## src/rtl/xs3alu_pkg.sv

```systemverilog
// Shared widths and operation codes for the decimal/binary ALU.
// Assumes the word width is a whole multiple of the digit width.
package xs3alu_pkg;
    localparam int WORD_W     = 20;
    localparam int DIGIT_W    = 4;
    localparam int NUM_DIGITS = WORD_W / DIGIT_W;
    localparam int OP_W       = 4;

    typedef enum logic [OP_W-1:0] {
        OP_LDB  = 4'd0,
        OP_AND  = 4'd1,
        OP_OR   = 4'd2,
        OP_EQV  = 4'd3,
        OP_ADD  = 4'd4,
        OP_SUB  = 4'd5,
        OP_ADC  = 4'd6,
        OP_SBC  = 4'd7,
        OP_DAD  = 4'd8,
        OP_DADC = 4'd9
    } op_e;
endpackage

```

## src/rtl/xs3alu_logic.sv

```systemverilog
// Bitwise unit: selects pass-B, AND, OR or XNOR by a 2-bit select.
// Assumes the select is taken from the low bits of the operation code.
module xs3alu_logic #(
    parameter int WIDTH = xs3alu_pkg::WORD_W
) (
    input  logic [1:0]       sel_i,
    input  logic [WIDTH-1:0] a_i,
    input  logic [WIDTH-1:0] b_i,
    output logic [WIDTH-1:0] y_o
);
    // Pick one bitwise function of the two operands.
    always_comb begin
        unique case (sel_i)
            2'd0:    y_o = b_i;
            2'd1:    y_o = a_i & b_i;
            2'd2:    y_o = a_i | b_i;
            default: y_o = ~(a_i ^ b_i);
        endcase
    end
endmodule

```

## src/rtl/xs3alu_binadd.sv

```systemverilog
// Binary adder with optional inversion of B; subtract is A + ~B + cin.
// Assumes the caller chooses the carry input (0, 1 or the external carry).
module xs3alu_binadd #(
    parameter int WIDTH = xs3alu_pkg::WORD_W
) (
    input  logic [WIDTH-1:0] a_i,
    input  logic [WIDTH-1:0] b_i,
    input  logic             invert_b_i,
    input  logic             cin_i,
    output logic [WIDTH-1:0] sum_o,
    output logic             cout_o
);
    logic [WIDTH-1:0] b_eff;
    logic [WIDTH:0]   full;

    // Form the effective B and the widened sum.
    always_comb begin
        b_eff = invert_b_i ? ~b_i : b_i;
        full  = {1'b0, a_i} + {1'b0, b_eff} + {{WIDTH{1'b0}}, cin_i};
    end

    assign sum_o  = full[WIDTH-1:0];
    assign cout_o = full[WIDTH];
endmodule

```

## src/rtl/xs3alu_decadd.sv

```systemverilog
// Excess-three decimal adder: one ripple stage per digit. Each digit is
// added in binary, then corrected by +3 on a digit carry or -3 otherwise.
// Assumes operands hold valid excess-three digits (codes 3 to 12).
module xs3alu_decadd #(
    parameter int WIDTH   = xs3alu_pkg::WORD_W,
    parameter int DIGIT_W = xs3alu_pkg::DIGIT_W
) (
    input  logic [WIDTH-1:0] a_i,
    input  logic [WIDTH-1:0] b_i,
    input  logic             cin_i,
    output logic [WIDTH-1:0] sum_o,
    output logic             cout_o
);
    localparam int NDIG = WIDTH / DIGIT_W;
    localparam logic [DIGIT_W-1:0] BIAS = DIGIT_W'(3);

    logic [NDIG:0] dcarry;

    assign dcarry[0] = cin_i;

    for (genvar k = 0; k < NDIG; k++) begin : g_digit
        logic [DIGIT_W:0]   raw;
        logic [DIGIT_W-1:0] lo;

        // Binary add of one digit pair plus the carry from below.
        always_comb begin
            raw = {1'b0, a_i[k*DIGIT_W +: DIGIT_W]}
                + {1'b0, b_i[k*DIGIT_W +: DIGIT_W]}
                + {{DIGIT_W{1'b0}}, dcarry[k]};
            lo  = raw[DIGIT_W-1:0];
        end

        assign dcarry[k+1] = raw[DIGIT_W];
        assign sum_o[k*DIGIT_W +: DIGIT_W] = raw[DIGIT_W] ? (lo + BIAS) : (lo - BIAS);
    end

    assign cout_o = dcarry[NDIG];
endmodule

```

## src/rtl/xs3_alu.sv

```systemverilog
// Top of the ALU: decodes the operation, steers operands into the logic,
// binary and decimal units, forms the flags and registers all outputs.
// Assumes a synchronous active-low reset; codes 10 to 15 pass A through.
module xs3_alu
    import xs3alu_pkg::*;
#(
    parameter int WIDTH   = WORD_W,
    parameter int DIGIT_W = xs3alu_pkg::DIGIT_W
) (
    input  logic             clk,
    input  logic             rst_n,
    input  logic [OP_W-1:0]  op_i,
    input  logic [WIDTH-1:0] a_i,
    input  logic [WIDTH-1:0] b_i,
    input  logic             carry_i,
    output logic [WIDTH-1:0] result_o,
    output logic             carry_o,
    output logic             zero_o,
    output logic             neg_o
);
    localparam int MSB = WIDTH - 1;

    logic [WIDTH-1:0] logic_y, bin_sum, dec_sum, res_c;
    logic             bin_inv, bin_cin, bin_cout, dec_cin, dec_cout, carry_c;

    xs3alu_logic #(.WIDTH(WIDTH)) u_logic (
        .sel_i (op_i[1:0]),
        .a_i   (a_i),
        .b_i   (b_i),
        .y_o   (logic_y)
    );

    xs3alu_binadd #(.WIDTH(WIDTH)) u_binadd (
        .a_i        (a_i),
        .b_i        (b_i),
        .invert_b_i (bin_inv),
        .cin_i      (bin_cin),
        .sum_o      (bin_sum),
        .cout_o     (bin_cout)
    );

    xs3alu_decadd #(.WIDTH(WIDTH), .DIGIT_W(DIGIT_W)) u_decadd (
        .a_i    (a_i),
        .b_i    (b_i),
        .cin_i  (dec_cin),
        .sum_o  (dec_sum),
        .cout_o (dec_cout)
    );

    // Choose adder controls from the operation code.
    always_comb begin
        bin_inv = (op_i == OP_SUB) || (op_i == OP_SBC);
        unique case (op_i)
            OP_SUB:         bin_cin = 1'b1;
            OP_ADC, OP_SBC: bin_cin = carry_i;
            default:        bin_cin = 1'b0;
        endcase
        dec_cin = (op_i == OP_DADC) ? carry_i : 1'b0;
    end

    // Select the result and carry for the current operation.
    always_comb begin
        unique case (op_i)
            OP_LDB, OP_AND, OP_OR, OP_EQV: begin
                res_c   = logic_y;
                carry_c = 1'b0;
            end
            OP_ADD, OP_SUB, OP_ADC, OP_SBC: begin
                res_c   = bin_sum;
                carry_c = bin_cout;
            end
            OP_DAD, OP_DADC: begin
                res_c   = dec_sum;
                carry_c = dec_cout;
            end
            default: begin
                res_c   = a_i;
                carry_c = 1'b0;
            end
        endcase
    end

    // Register result and flags; clear them on reset.
    always_ff @(posedge clk) begin
        if (!rst_n) begin
            result_o <= '0;
            carry_o  <= 1'b0;
            zero_o   <= 1'b0;
            neg_o    <= 1'b0;
        end else begin
            result_o <= res_c;
            carry_o  <= carry_c;
            zero_o   <= ~|res_c;
            neg_o    <= res_c[MSB];
        end
    end
endmodule

```

## config.mk

```make
export PLATFORM = sky130hd
export DESIGN_NAME = xs3_alu
export DESIGN_NICKNAME = d
export VERILOG_FILES = /design/src/rtl/xs3alu_pkg.sv /design/src/rtl/xs3alu_logic.sv /design/src/rtl/xs3alu_binadd.sv /design/src/rtl/xs3alu_decadd.sv /design/src/rtl/xs3_alu.sv
export SDC_FILE = /design/constraint.sdc
export NUM_CORES = 1
export LEC_CHECK = 0
export ABC_CLOCK_PERIOD_IN_PS = 24500
export BUFFER_PORTS_ARGS = -buffer_cell sky130_fd_sc_hd__buf_2
export CORE_UTILIZATION = 64
export CTS_CLUSTER_SIZE = 28
export DETAILED_ROUTE_END_ITERATION = 16
export GPL_TIMING_DRIVEN = 0
export MAX_ROUTING_LAYER = met4
export PLACE_DENSITY = 0.88
export SLEW_MARGIN = 20
export SYNTH_ARGS = -nofsm -noshare
export SYNTH_HDL_FRONTEND = slang
export SYNTH_SLANG_ARGS = --single-unit
export TNS_END_PERCENT = 20
```

## constraint.sdc

```tcl
create_clock -name clk -period 24.5 [get_ports clk]
set_input_delay 1.225 -clock clk [delete_from_list [all_inputs] [get_ports clk]]
set_output_delay 1.225 -clock clk [all_outputs]
set_load 0.02 [all_outputs]
```

### Word-level counts from Yosys, hierarchy flattened

Index checks and enable logic that the tools add are counted.

* output and inout bits: 23
* register bits after elaboration: 23
* bits of input ports: 47
* word-level logic and storage cells: 62

* reduce and logical (&&, ||, !) cells: 9
* add/subtract/negate cells: 22
* bitwise logic cells: 5
* multiplexer cells: 11
* equality and inequality tests: 11

Operator list (number)
* one-hot mux 20 bit (3 select lines): 2
* inverter 20 bit: 2
* adder 4 x 4 -> 5 bit: 5
* adder 5 x 1 -> 5 bit: 5
* adder 20 x 20 -> 21 bit: 1
* adder 21 x 1 -> 21 bit: 1
* adder 4 x 2 -> 4 bit (second input constant): 5
* bitwise AND 20 bit: 1
* 2-to-1 mux 20 bit: 1
* 2-to-1 mux 4 bit: 5
* OR 20 bit: 1
* OR reduction 20 bit: 1
* subtractor 4 x 2 -> 4 bit (second input constant): 5
* XOR 20 bit: 1
* == test 4 x 3 -> 1 bit (second input constant): 4
* == test 4 x 2 -> 1 bit (second input constant): 2
* == test 4 bit (second input constant): 2
* OR reduction 4 bit: 2
* == test 4 x 1 -> 1 bit (second input constant): 1
* logical NOT 4 bit: 1
* one-hot mux 1 bit (2 select lines): 2
* OR reduction 2 bit: 2
* == test 2 x 1 -> 1 bit (second input constant): 1
* == test 2 bit (second input constant): 1
* other kinds (4): 4

### Depth between registers and ports, before layout

Gate-level depths: netlist of the first run.

* depth in word-level cells: 12
* gate-level depth with buffers: 39
* mapped depth without buffers: 38

### Modules after synthesis

From an unflattened synthesis of the first run, not the netlist that was laid out.

* cells, all modules: 683
* area total of the unflattened synthesis: 5413.9 µm²

Modules (own cells, without submodules)
* xs3_alu: cells an instance 187, times used 1, sequential area each 440.4 µm², area an instance 1445.1 µm²
* xs3alu_decadd: cells an instance 173, times used 1, sequential area each 0.0 µm², area an instance 1381.3 µm²
* xs3alu_logic: cells an instance 144, times used 1, sequential area each 0.0 µm², area an instance 1300.0 µm²
* xs3alu_binadd: cells an instance 179, times used 1, sequential area each 0.0 µm², area an instance 1287.5 µm²

### Least setup slack after synthesis of the first run

Ideal clock, no wire load.

* path type: input to register
* start: input op_i[0]
* end: register zero_o
* slack: 15.053 ns
* cell stages on the path: 39
* library setup time: 0.061 ns
* path buffers: 3
* required time: 24.439 ns
* arrival time: 9.386 ns
* path through: buf_2 buf_1 clkbuf_1 and3_1 fa_1 inv_1 fa_1 nand2b_1 a31oi_1 inv_1 fa_1 fa_1 nor2b_1 o21ai_0 nand2_1 inv_1 fa_1 fa_1 (+3 left out) inv_1 fa_1 fa_1 nor2b_1 o21ai_0 nand2b_1 fa_1 inv_1 fa_1 o21ai_0 a21oi_1 fa_1 o22a_1 nor2_1 a21oi_1 nand3_1 a2111oi_0 and4_1

* longest elaborated chain between the ends: 12
* elaborated cells on any way between the ends: 47
* those cells by class: add/sub: 17; eq/ne: 11; mux: 10; reduce/logical: 9

RTL lines
* from (decl): RTL line xs3_alu.sv:12 `input logic [OP_W-1:0] op_i,`
* == test 4 bit: RTL line xs3_alu.sv:58, xs3_alu.sv:63
* 2-to-1 mux 1 bit: RTL line xs3_alu.sv:58 `dec_cin = (op_i == OP_DADC) ? carry_i : 1'b0;`
* adder 5 x 1 -> 5 bit (5 in series): RTL line xs3alu_decadd.sv:29 `+ {{DIGIT_W{1'b0}}, dcarry[k]};`
* subtractor 4 x 2 -> 4 bit or adder 4 x 2 -> 4 bit (tied branches): RTL line xs3alu_decadd.sv:34 `assign sum_o[k*DIGIT_W +: DIGIT_W] = raw[DIGIT_W] ? (lo + BIAS) : (lo - BIAS);`
* 2-to-1 mux 4 bit: RTL line xs3alu_decadd.sv:34
* one-hot mux 20 bit (3 select lines) (*): RTL line xs3_alu.sv:63 `unique case (op_i)`
* OR reduction 20 bit (*): RTL line xs3_alu.sv:93 `zero_o <= ~|res_c;`
* logical NOT 1 bit (*): RTL line xs3_alu.sv:93
* to (signal assigned): RTL line xs3_alu.sv:93
* to (decl): RTL line xs3_alu.sv:18 `output logic zero_o,`

Mark *: on every way between the ends. The rest lies on a longest branch, timed or not.
A chain may end at the register's enable or synchronous reset.

### Worst setup path in the final report of the first run

Ends and elaborated chain as after synthesis.

==> results.txt, run 1 <==
Highest-delay cell along the critical path: buf_1
Worst slew pin tran: 0.844 ns
P_leak: 2.53 nW
Non-filler cells, final: 764
Crit path capture: zero_o$_SDFF_PN0_
Crit path max-delay family: adder cells
DIE AREA: 7650 um^2
# IOs: 70
DRT iter0 DRCs: 462
Net Sw Frac: 45.1%
Max Clk Rate: 91.8 MHz
# diodes: 0
Cell count after synthesis: 597
CP Class: in -> reg
# H-tree levels: 1
Most used cell, CP: fa_1
Area of the mapped netlist: 4670 um^2
Share of the synthesized area in the top cell type: 18.5%
Height of the die: 87.5 um
Flops & latches, synth: 22
Core area: 6910 um^2
Placer Congestion: 0.991
Synth Flop Type: dfxtp_1
Antenna viol nets, final: 0
Post-route design area: 5180 um^2
Worst Path Required: 24.70 ns
Setup repair after global routing missed its margin: false
Crit path buffers/inverters: 8
Number of synthesized flops with an enable pin: 0
Drt pass-1 iters: 8
Worst Setup Slack, final: 13.60 ns
Resized cells post-CTS: 0
Worst-path clk slew: 0.07 ns
Worst hold margin: 1.27 ns
Initial Util: 67.7%
CP startpoint: op_i[0]
Slew HR: 43.7%
CP Capture Type: flop
Post-CTS setup buffer count: 0
Most frequent cells in the layout: 77 x inv_1, 76 x buf_2, 69 x ha_1, 55 x nor2_1, 54 x a21oi_1
Status: complete, no violations
Num rows: 30
Cts hold-fix bufs: 0
Largest stage delay, worst path: 0.61 ns
Post-synth ARST share: 0%
Pwr Density: 42.1 nW/um^2
Pint: 0.120 mW
Share of cells above drive strength 1: 17.1%
Pre-CTS WS: 13.48 ns
CP Launch Type: input pin
Register share of total power: 18.6%
Hold WC Path Type: in -> reg
Remaining Overflow, GRT: 0
Switching power: 0.0984 mW
Placed cell count: 760
Comb pwr share: 70.0%
HPWL after DPL: 10.2 mm
Fin. max-slew vios: 0
Clock share of power: 11.4%
Clk root buf: clkbuf_8
Final worst path period share: 44.5%
Setup TNS: 0 ns
DP Area: 5130 um^2
Commonest non-fill, non-tap cell in the layout: inv_1
Syn_area_per_cell: 7.83 um^2
Port-buffer cells: 67
Net count, final: 802
Largest area contributor in the netlist: ha_1
Tot GR Track Use: 34.3%
Vias in the first global route: 4405
Via Count: 4645
CTS tree: built
Drt via density: 6.08
Worst path depth: 39
CP max FO: 10
Unique masters post-synth: 70
Final WL: 12.5 mm
Chip width: 87.5 um
Max cap viols: 0
Maximum vdd drop: 21.0 uV
First-pass GRT wire length: 20.1 mm
Clk sink count: 22
Largest net degree at the start of global routing: 13
Arrival time worst endpoint: 11.10 ns
Fillers: 577
Top cells by area, synth: ha_1 18%, dfxtp_1 9.4%, xnor2_1 9.4%, fa_1 7.3%, inv_1 6.2%
Clk buf depth: 2
Final worst path period need: 10.90 ns
Sequential area share after synthesis: 9.42%
Routed len/inst: 16.4 um
Net Count, Synth: 730
Fin. Hold Viols: 0
Endpoints failing setup: 0
Number of buffers created by CTS: 3
Initial antenna violation count: 0
DRC viols: 0
Synth warn: 0
Syn-to-layout area delta: 10.9%
## synthesized netlist by cell type (all sizes together), types with 5 or more instances
cell type   n
inv        78
ha         69
a21oi      56
nor2       55
xnor2      50
nand2      35
o21ai      29
dfxtp      22
a211oi     17
fa         17
buf        13
clkbuf     13
a31oi      12
nor2b      12
nand2b     11
and2       10
mux4       10
a21o        9
mux2i       7
nand3       6
nor3        6
a221oi      5
and3        5
xor2        5
## metrics by stage
stage / power [mW] / util (%)
after floorplan: 0.154 / -
after global placement: 0.183 / 74.3
after detailed placement: 0.191 / 74.3
after CTS: 0.216 / 75.1
after global routing: 0.235 / 75.1
final: 0.218 / 75.1
## power groups by stage
stage	combinational, mW	clock (mW)	sequential (mW)
floorplan	0.107	0	0.0466
global placement	0.142	0	0.0411
detailed placement	0.150	0	0.0413
CTS	0.150	0.0251	0.0407
global route	0.168	0.0263	0.0410
finish	0.153	0.0250	0.0406
## metal layers
| metal | track usage (%) | part of all wire [%] | vias to the layer above |
|---|---|---|---|
| met5 | - | 0 | - |
| met1 | 41.5 | 41 | 2168 |
| li1 | - | - | 2205 |
| met2 | 60.4 | 49 | 236 |
| met3 | 3.22 | 7.7 | 36 |
| met4 | 9.99 | 2.3 | 0 |
## final cells by class
type	instances	area [um^2]	area share, %
buffer	26	153	2.94
clock buffer	4	55.1	1.06
inverter	78	293	5.65
multi-input combinational	471	3790	73.1
sequential	22	440	8.49
tap	96	120	2.32
timing repair buffer	67	335	6.47
## sequential cells by signal, indices dropped and copies added (netlist names)
register	count
zero_o	1
result_o	20
carry_o	1
## kinds of logic (layout without fill, tap and decap cells)
kind of cell             Yosys count  after routing  share of synthesized area, %
flip-flops                        22             22                          9.42
adder cells (fa/ha/maj)           86             86                          25.7
XOR/XNOR                          55             55                          10.3
buffers and inverters            104            175                          9.53
AO/OA/AOI/OAI                    156            156                          22.2
AND/OR/NAND/NOR                  156            156                          16.2
multiplexers                      18             18                          6.56
## how the worst min path moves through the flow
stage | startpoint | to | slack (ns) | cells after the start
floorplan | rst_n | result_o[0]$_SDFF_PN0_ | 1.35 | 1
global placement | rst_n | result_o[0]$_SDFF_PN0_ | 1.53 | 2
detailed placement | rst_n | result_o[8]$_SDFF_PN0_ | 1.53 | 2
CTS | rst_n | result_o[8]$_SDFF_PN0_ | 1.27 | 2
global route | rst_n | result_o[4]$_SDFF_PN0_ | 1.29 | 2
finish | rst_n | result_o[8]$_SDFF_PN0_ | 1.27 | 2
Note: power is estimated with default switching activity, not from simulation.
==> run 2, diff against run 1 <==
Settings changed: ABC_CLOCK_PERIOD_IN_PS 24500 to 10950, CORE_UTILIZATION 64 to 60, PLACE_DENSITY 0.88 to 0.83.
Clock period 24.5 ns to 10.95 ns, I/O delays scaled along.
==> run 2 against run 1 <==
  * Power up 120%
  * Cell count increased by 0.39%
  * Non-clock buffer count did not move
  * Sequential cell count unchanged
  * Combinational power increased by 120%
  * Final area is essentially flat
  * Setup slack lost 13 ns
  * Sequential share of layout area about the same
  * Global-route usage down 2.4 points
==> results.txt, run 2 (synthesis results as in run 1) <==
Net Sw Frac: 44.9%
Area of the multi-input gates: 3790 um^2
Fillers: 687
Antenna viol nets, final: 0
# H-tree levels: 1
Highest-delay cell along the critical path: fa_1
Setup TNS: 0 ns
Placer Congestion: 0.967
Worst slew pin tran: 0.886 ns
Max cap viols: 0
Comb pwr share: 70.1%
Largest stage delay, worst path: 0.57 ns
Worst-path clk slew: 0.07 ns
Clk root buf: clkbuf_8
Final core area utilization: 70.1%
Post-CTS setup buffer count: 0
Core area: 7410 um^2
Top flop regs: result_o: 20 flops, carry_o: 1 flops, zero_o: 1 flops
Setup repair after global routing missed its margin: false
Switching power: 0.219 mW
CP Class: in -> reg
WHS Path Cells: 2
Slew HR: 40.9%
First-pass GRT wire length: 20.6 mm
HPWL after DPL: 10.4 mm
CP max FO: 10
Most used cell, CP: fa_1
Largest net degree at the start of global routing: 13
Initial antenna violation count: 0
Via Count: 4603
CP Capture Type: flop
Worst Path Required: 11.15 ns
Drt via density: 6.00
# diodes: 0
Vias in the first global route: 4308
Net count, final: 802
Routed len/inst: 16.3 um
Pint: 0.269 mW
P_leak: 2.53 nW
Clock share of power: 11.3%
Pwr Density: 94.0 nW/um^2
Pre-CTS WS: 0.765 ns
DIE AREA: 8150 um^2
Arrival time worst endpoint: 10.26 ns
Final worst path period need: 10.06 ns
Most frequent cells in the layout: 77 x inv_1, 76 x buf_2, 69 x ha_1, 55 x nor2_1, 54 x a21oi_1
Endpoints failing setup: 0
Fin. max-slew vios: 0
Hold WC Path Type: in -> reg
Syn-to-layout area delta: 11.0%
Post-route design area: 5190 um^2
Initial Util: 63.1%
Clk sink count: 22
Worst hold margin: 0.599 ns
DRC viols: 0
Cts hold-fix bufs: 0
Clk buf depth: 2
Number of buffers created by CTS: 3
# IOs: 70
Area occupied by registers: 440 um^2
Max Clk Rate: 99.4 MHz
Worst Setup Slack, final: 0.885 ns
Status: complete, no violations
Resized cells post-CTS: 0
Port-buffer cells: 67
Biggest register: result_o
Final WL: 12.5 mm
Drt pass-1 iters: 6
CP Launch Type: input pin
DP Area: 5130 um^2
Share of cells above drive strength 1: 17.1%
Fin. Hold Viols: 0
Final worst path period share: 91.9%
Commonest non-fill, non-tap cell in the layout: inv_1
Register share of total power: 18.6%
Maximum vdd drop: 42.3 uV
Hold-critical path endpoint: result_o[4]$_SDFF_PN0_
Height of the die: 90.3 um
CTS tree: built
Worst Hold Launch: rst_n
Tot GR Track Use: 31.9%
Chip width: 90.3 um
DRT iter0 DRCs: 283
Num rows: 31
Remaining Overflow, GRT: 0
Max reg flops: 20
## run 2: how the worst max path moves through the flow
stage,from,end,slack [ns]
after floorplan,op_i[0],zero_o$_SDFF_PN0_,2.18
after global placement,op_i[0],zero_o$_SDFF_PN0_,0.86
after detailed placement,op_i[0],zero_o$_SDFF_PN0_,0.77
after CTS,op_i[0],zero_o$_SDFF_PN0_,1.02
after global routing,op_i[0],zero_o$_SDFF_PN0_,0.33
final,op_i[0],zero_o$_SDFF_PN0_,0.89
## run 2: metrics by stage
stage	instances	total power [mW]
floorplan	597	0.344
global placement	763	0.415
detailed placement	763	0.428
CTS	767	0.484
global route	767	0.528
finish	767	0.488
## run 2: power groups by stage
| stage | sequential (mW) | combinational [mW] | clock (mW) |
|---|---|---|---|
| final | 0.0907 | 0.342 | 0.0552 |
| after global routing | 0.0914 | 0.378 | 0.0589 |
| after CTS | 0.0908 | 0.337 | 0.0561 |
| after detailed placement | 0.0926 | 0.336 | 0 |
| after global placement | 0.0923 | 0.323 | 0 |
| after floorplan | 0.104 | 0.240 | 0 |
## run 2: per-layer routing
metal	global-route usage, %	vias to the layer above	share of wire, %
li1	-	2199	-
met1	42.6	2172	45
met2	52.3	205	46
met3	2.78	27	6.6
met4	8.33	0	2.2
met5	-	-	0
## run 2: final cells by class
type	count	share of cell area, %
multi-input combinational	471	73.0
tap	99	2.39
buffer	26	2.94
inverter	78	5.64
sequential	22	8.49
clock buffer	4	1.06
timing repair buffer	67	6.46
## run 2: critical path: cells and delay by family
| kind | cells | cell delay (ns) |
|---|---|---|
| fa+ha+maj | 11 | 4.47 |
| simple gates | 11 | 1.80 |
| buf+inv | 8 | 1.78 |
| compound gates | 9 | 1.66 |
==> run 3, diff against run 2 <==
Settings changed: REMOVE_ABC_BUFFERS from default to 1.
==> run 3 against run 2 <==
  * Core utilization shrank 2.0 points
  * Via count shrank 4.8%
  * Final area fell by 2.8%
  * Sequential power increased by 1%
  * Count of clock-buffer cells in the layout fell by 1
  * Sequential share of layout area grew 0.25 points
  * Die area unchanged
  * Setup slack got worse by 0.32 ns
  * Wire length down 8.9%
==> results.txt, run 3 (synthesis results as in run 1) <==
Final worst path period need: 10.39 ns
Max reg flops: 20
Share of cells above drive strength 1: 16.0%
Via Count: 4381
Biggest register: result_o
Highest-delay cell along the critical path: fa_1
Worst-path clk slew: 0.07 ns
CTS tree: built
Vias in the first global route: 4173
# IOs: 70
Final WL: 11.4 mm
Most used cell, CP: fa_1
Setup repair after global routing missed its margin: false
Crit path buffers/inverters: 6
Worst Path Required: 11.15 ns
Fillers: 629
Slew HR: 26.7%
Status: complete, no violations
Final worst path period share: 94.9%
Fin. max-slew vios: 0
Setup TNS: 0 ns
CP Class: in -> reg
Hold WC Path Type: in -> reg
DRC viols: 0
Port-buffer cells: 69
Clk root buf: clkbuf_8
Most frequent cells in the layout: 77 x inv_1, 69 x ha_1, 69 x buf_2, 54 x a21oi_1, 54 x nor2_1
Pwr Total: 0.467 mW
Pwr Density: 92.6 nW/um^2
Maximum vdd drop: 46.5 uV
Syn-to-layout area delta: 7.87%
Max cap viols: 0
Worst slew pin tran: 1.10 ns
Clk sink count: 22
Arrival time worst endpoint: 10.59 ns
First-pass GRT wire length: 19.3 mm
Area occupied by registers: 440 um^2
Initial Util: 63.1%
Height of the die: 90.3 um
CP Launch Type: input pin
Core area: 7410 um^2
Top flop regs: result_o: 20 flops, carry_o: 1 flops, zero_o: 1 flops
Clk buf depth: 2
DRT iter0 DRCs: 269
Tot GR Track Use: 29.1%
CP max FO: 55
Commonest non-fill, non-tap cell in the layout: inv_1
# H-tree levels: 1
Chip width: 90.3 um
Max Clk Rate: 96.3 MHz
Initial antenna violation count: 0
Cts hold-fix bufs: 0
Largest net degree at the start of global routing: 56
Routed len/inst: 15.3 um
Num rows: 31
Placer Congestion: 0.875
Crit path max-delay family: adder cells
Drt pass-1 iters: 5
Net count, final: 778
CP Capture Type: flop
P_leak: 2.44 nW
# diodes: 0
Remaining Overflow, GRT: 0
HPWL after DPL: 8.91 mm
Endpoints failing setup: 0
DIE AREA: 8150 um^2
Drt via density: 5.90
Fin. Hold Viols: 0
Largest stage delay, worst path: 0.57 ns
Area of the multi-input gates: 3800 um^2
Antenna viol nets, final: 0
Number of buffers created by CTS: 3
==> run 3: repair_timing <==
action / CTS / global route
resized for setup: 0 / 2
buffers inserted: 0 / 0
endpoints found under the setup margin: 0 / 1
==> run 3: per-layer routing <==
layer,share of wire (%),vias to the layer above,global-route usage [%],wire (um)
li1,-,2155,-,-
met1,44,2060,37.7,5050
met2,49,144,49.6,5510
met3,5.2,22,2.86,586
met4,1.9,0,5.65,211
met5,0,-,-,0
==> run 3: metrics by stage <==
step	setup WS (ns)	cells	util (%)	hold slack [ns]	cell area (um^2)
2_1_floorplan	2.34	571	-	0.669	4520
3_3_place_gp	0.425	739	67.4	0.872	4990
3_5_place_dp	0.0121	739	67.4	0.879	4990
4_1_cts	0.261	742	67.9	0.623	5030
5_1_grt	0.0741	742	68.1	0.639	5040
6_report	0.564	742	68.1	0.624	5040
==> run 3: worst paths after layout <==
path	from	to	slack [ns]	depth (start not counted)
setup / recovery	op_i[1]	zero_o$_SDFF_PN0_	0.56	39
hold / removal	rst_n	result_o[8]$_SDFF_PN0_	0.62	2
==> run 3: power by group <==
group / internal [mW] / switching [mW] / total, mW
Sequential: 0.0889 / 0.00310 / 0.0920
Combinational: 0.143 / 0.184 / 0.328
Clock: 0.0245 / 0.0231 / 0.0476
==> run 3: layout make-up <==
cell class                 instances  share of cell area [%]
clock buffer                       3                   0.819
inverter                          78                    5.81
multi-input combinational        471                    75.3
sequential                        22                    8.73
tap                               99                    2.46
timing repair buffer              69                    6.85
